`src/rtl/tree_arb_pkg.sv`:
```
package tree_arb_pkg;

  // Cell variant selected at build time.
  typedef enum logic {
    ARB_WORK_CONSERVING  = 1'b0,
    ARB_STRICT_ALTERNATE = 1'b1
  } arb_mode_e;

endpackage

```
`src/rtl/tree_arb_bitrev.sv`:
```
// Index permutation that reverses the bit order of the requester index.
// It is its own inverse, so the same module maps requests into tree
// order and grants back to requester order.
module tree_arb_bitrev #(
  parameter int N = 8
) (
  input  logic [N-1:0] src_i,
  output logic [N-1:0] dst_o
);
  localparam int IDX_W = (N > 1) ? $clog2(N) : 1;

  function automatic int rev_idx(input int v);
    int r;
    r = 0;
    for (int b = 0; b < IDX_W; b++) begin
      if (((v >> b) & 1) != 0) r = r | (1 << (IDX_W - 1 - b));
    end
    return r;
  endfunction

  for (genvar i = 0; i < N; i++) begin : g_map
    assign dst_o[i] = src_i[rev_idx(i)];
  end
endmodule

```
`src/rtl/tree_arb_cell.sv`:
```
// Two-way arbitration cell with a stored preference bit.
module tree_arb_cell
  import tree_arb_pkg::*;
#(
  parameter arb_mode_e MODE = ARB_WORK_CONSERVING
) (
  input  logic clk_i,
  input  logic rst_ni,
  input  logic en_i,
  input  logic req_lo_i,
  input  logic req_hi_i,
  output logic gnt_lo_o,
  output logic gnt_hi_o,
  output logic req_any_o
);
  logic pref_q;
  logic take_hi;
  logic flip;

  if (MODE == ARB_WORK_CONSERVING) begin : g_wc
    // Lone side wins; preference only settles contests.
    assign take_hi = req_hi_i & (~req_lo_i | pref_q);
    assign flip    = en_i & req_lo_i & req_hi_i;
  end else begin : g_alt
    // Preference alone decides; flips whenever the cell is active.
    assign take_hi = pref_q;
    assign flip    = en_i & (req_lo_i | req_hi_i);
  end

  assign gnt_hi_o  = en_i & req_hi_i & take_hi;
  assign gnt_lo_o  = en_i & req_lo_i & ~take_hi;
  assign req_any_o = req_lo_i | req_hi_i;

  always_ff @(posedge clk_i or negedge rst_ni) begin
    if (!rst_ni)   pref_q <= 1'b0;
    else if (flip) pref_q <= ~pref_q;
  end
endmodule

```
`src/rtl/tree_rr_arbiter.sv`:
```
// N-way arbiter built from N-1 two-way cells in a heap-indexed tree.
// Node 1 is the root, node k has children 2k and 2k+1, and nodes
// N..2N-1 are the leaves in bit-reversed requester order.
module tree_rr_arbiter
  import tree_arb_pkg::*;
#(
  parameter int        N    = 8,
  parameter arb_mode_e MODE = ARB_WORK_CONSERVING
) (
  input  logic         clk_i,
  input  logic         rst_ni,
  input  logic [N-1:0] req_i,
  output logic [N-1:0] gnt_o
);
  localparam int LEVELS = (N > 1) ? $clog2(N) : 1;
  localparam int NODES  = 2 * N - 1;

  if (N < 2 || (1 << LEVELS) != N) begin : g_bad_n
    $error("tree_rr_arbiter: N must be a power of two of at least 2");
  end

  logic [N-1:0] req_tree;
  logic [N-1:0] gnt_tree;
  logic         node_req [1:NODES];
  logic         node_en  [1:NODES];

  tree_arb_bitrev #(.N(N)) u_req_order (
    .src_i (req_i),
    .dst_o (req_tree)
  );

  assign node_en[1] = 1'b1;

  for (genvar j = 0; j < N; j++) begin : g_leaf
    assign node_req[N + j] = req_tree[j];
    assign gnt_tree[j]     = node_en[N + j];
  end

  for (genvar k = 1; k < N; k++) begin : g_node
    tree_arb_cell #(.MODE(MODE)) u_cell (
      .clk_i     (clk_i),
      .rst_ni    (rst_ni),
      .en_i      (node_en[k]),
      .req_lo_i  (node_req[2 * k]),
      .req_hi_i  (node_req[2 * k + 1]),
      .gnt_lo_o  (node_en[2 * k]),
      .gnt_hi_o  (node_en[2 * k + 1]),
      .req_any_o (node_req[k])
    );
  end

  tree_arb_bitrev #(.N(N)) u_gnt_order (
    .src_i (gnt_tree),
    .dst_o (gnt_o)
  );
endmodule

```
`config.mk`:
```
export PLATFORM = sky130hd
export DESIGN_NAME = tree_rr_arbiter
export DESIGN_NICKNAME = d
export VERILOG_FILES = /design/src/rtl/tree_arb_pkg.sv /design/src/rtl/tree_arb_bitrev.sv /design/src/rtl/tree_arb_cell.sv /design/src/rtl/tree_rr_arbiter.sv
export SDC_FILE = /design/constraint.sdc
export NUM_CORES = 1
export LEC_CHECK = 0
export CORE_AREA = 2 2 52 54
export DETAILED_ROUTE_END_ITERATION = 6
export DIE_AREA = 0 0 54 56
export PLACE_DENSITY = 0.45
export RECOVER_POWER = 100
export SYNTH_ARGS = -nofsm -noshare
export SYNTH_HDL_FRONTEND = slang
export SYNTH_HIERARCHICAL = 1
export SYNTH_SLANG_ARGS = --single-unit
```
`constraint.sdc`:
```
create_clock -name clk_i -period 2.4 [get_ports clk_i]
set_input_delay 0.24 -clock clk_i [delete_from_list [all_inputs] [get_ports clk_i]]
set_output_delay 0.24 -clock clk_i [all_outputs]
set_load 0.005 [all_outputs]
```
==> results.md, run 1 <==
* Critical Path Max Stage Delay at 430 ps
* ANT nets after route at 0
* Die Wd at 54 um
* Final Hold Viols at 0
* Largest net degree at the start of global routing at 8
* Clock tree sinks at 7
* Largest regs: g_node.u_cell/pref_q x7
* Critical path class: in2reg
* Share of post-route cells with drive strength above 1 at 36.7%
* Starting DRT DRC Count at 5
* Via count at 548
* Die Span Y at 56 um
* GPL Wtd Cong at 0.654
* Largest register FFs at 7
* Peak Freq at 432 MHz
* Most flops, register: g_node.u_cell/pref_q
* CP Launch Type: primary input
* Number of iterations in the first detailed-routing pass at 4
* Total Power at 0.619 mW
* Filler cells at 272
* CTS buffer count at 3
* First-pass GRT wire length at 2040 um
* Area after DPL at 767 um^2
* Clock Latency Late Sink at 240 ps
* I/O Buffers at 17
* Most frequent CP cell: buf_4
* Core area at 2430 um^2
* Final setup viols at 0
* CTS clock-pin slew for the worst setup and hold paths at 50 ps
* Layout Skew at 2.70 ps
* Final setup margin at 83.8 ps
* Hold_buf cts at 0
* Endpoint type of the worst setup path: flop
* Storage cell area at 175 um^2
* Peak supply drop at 247 uV
* Unrepaired setup endpoints after global routing: no
* IO Pins at 18
* Synth Area per Inst at 7.36 um^2
* Htree depth at 1
* Pre-CTS setup slack at -383 ps
* Die ar. at 3020 um^2
* Area Overhead vs Synth at 54.6%
* Avg WL per Cell at 8.64 um
* Crit path max-delay cell type: clkdlybuf4s50_1
* Max-slew violation count at 0
* Global-route usage over all layers at 9.16%
* Yosys warning total at 6
* Min Tclk post-route at 2320 ps
* Drt total wl at 1200 um
* Vias/cell at 3.94
* Fin nets at 120
* CTS root buffer: clkbuf_4
* Grt ovf at 0
* Data required time of the worst path at 2560 ps
* Dpl hpwl at 837 um
* Initial antenna violation count at 0
* Mapped Area at 582 um^2
* Fin util at 37.0%
* Worst-path maximum fanout at 3
* Ant. Diodes at 0
* CTS max path bufs at 2
* Number of max-cap violations at 0
* Vias in the first global route at 528
* Hold Path Class: in2async
* P_leak at 0.439 nW
* Final Cell Area at 900 um^2
* Cells along the critical path: clkdlybuf4s50_1 -> or2_4 -> or2_4 -> nand2_2 -> a21oi_4 -> nand2_1 -> a21oi_2 -> buf_4 -> buf_4 -> buf_4 -> buf_4 -> buf_4 -> buf_4 -> buf_4 -> nand3_1 -> xnor2_1
* Final period util at 96.5%
* CTS tree: done
* Area of the multi-input gates at 315 um^2
* Status: completed
* Worst endpoint data arrival time at 2480 ps
* Post-Syn Instances at 79
* FP Rows at 18
* DRC Markers at 0
* Initial core utilization at 23.9%
* Pwr per Cell Area at 688 nW/um^2
## what timing repair did
| action | CTS | global route |
|---|---|---|
| gates resized for setup | 20 | 13 |
| setup endpoints to repair | 8 | 7 |
| gates cloned | 0 | 0 |
| pin swaps | 2 | 5 |
| setup buffers | 11 | 0 |
| hold endpoints to repair | 0 | 0 |
## cell usage in the layout (no fill, tap or decap)
cell             instances
nand2_1                 13
nand2_2                  1
xnor2_1                  7
buf_4                   22
dlygate4sd2_1            4
clkbuf_1                 2
dfrtp_1                  7
inv_1                    7
clkdlybuf4s50_1          7
conb_1                   3
clkbuf_4                 4
or2_4                    6
a21oi_1                 10
dlygate4sd3_1            1
nand3_1                  7
a21oi_2                  2
dlymetal6s2s_1           1
clkbuf_2                 3
a21oi_4                  2
## critical path: cells and delay by family
| kind | cells | cell delay (ps) |
|---|---|---|
| AO/OA/AOI/OAI | 2 | 80 |
| XOR/XNOR | 1 | 120 |
| buffers and inverters | 8 | 1270 |
| AND/OR/NAND/NOR | 5 | 770 |
## metal layers
layer / global-route usage [%] / vias to the layer above / wire length [um]
met2: 13.9 / 14 / 580
met5: 0 / - / 0
met4: 7.50 / 0 / 27
met1: 10.7 / 238 / 523
met3: 1.61 / 2 / 69
li1: - / 294 / -
## power breakdown
part	total [mW]	internal [mW]	leakage, nW	switching [mW]
sequential	0.243	0.180	0.0832	0.0634
combinational	0.275	0.166	0.341	0.109
clock	0.101	0.0631	0.0150	0.0381
total	0.619	0.408	0.439	0.211
## layout make-up
cell class	instances	area share (%)
inverter	7	2.92
sequential	7	19.5
multi-input combinational	51	35.0
clock buffer	4	2.92
timing repair buffer	40	35.5
tap	30	4.17
## worst paths after layout
kind                                          from                       to  slack (ps)  cells past startpoint
setup / recovery                          req_i[5]  g_node[6].u_cell/pref_q          80                     16
hold / removal                              rst_ni  g_node[5].u_cell/pref_q         330                      1
setup reg to reg           g_node[1].u_cell/pref_q  g_node[6].u_cell/pref_q         510                     13
hold reg to reg            g_node[4].u_cell/pref_q  g_node[4].u_cell/pref_q         490                      1
max in group asynchronous                   rst_ni  g_node[6].u_cell/pref_q        1830                      1
min in group clk_i                        req_i[4]  g_node[4].u_cell/pref_q         440                      4
## through the flow
stage          TNS (ps)  instances  hold slack, ps
2_1_floorplan         0         81           -55.6
3_3_place_gp      -2740        124             487
3_5_place_dp      -2800        124             486
4_1_cts               0        139             259
5_1_grt               0        139             335
6_report              0        139             325
(Power assumes the default switching activity.)
==> inputs of run 2 (changes only) <==
--- a/config.mk
+++ b/config.mk
@@ -10,6 +10,7 @@
 export DIE_AREA = 0 0 54 56
 export PLACE_DENSITY = 0.45
 export RECOVER_POWER = 100
+export SLEW_MARGIN = 40
 export SYNTH_ARGS = -nofsm -noshare
 export SYNTH_HDL_FRONTEND = slang
 export SYNTH_HIERARCHICAL = 1
==> results of run 2 <==
No change in the layout: final DEF, timing and power equal those of run 1.
==> inputs of run 3 (changes only) <==
--- a/config.mk
+++ b/config.mk
@@ -10,7 +10,7 @@
 export DIE_AREA = 0 0 54 56
 export PLACE_DENSITY = 0.45
 export RECOVER_POWER = 100
-export SLEW_MARGIN = 40
+export SLEW_MARGIN = 20
 export SYNTH_ARGS = -nofsm -noshare
 export SYNTH_HDL_FRONTEND = slang
 export SYNTH_HIERARCHICAL = 1
==> results of run 3 <==
No change in the layout: final DEF, timing and power equal those of run 1.
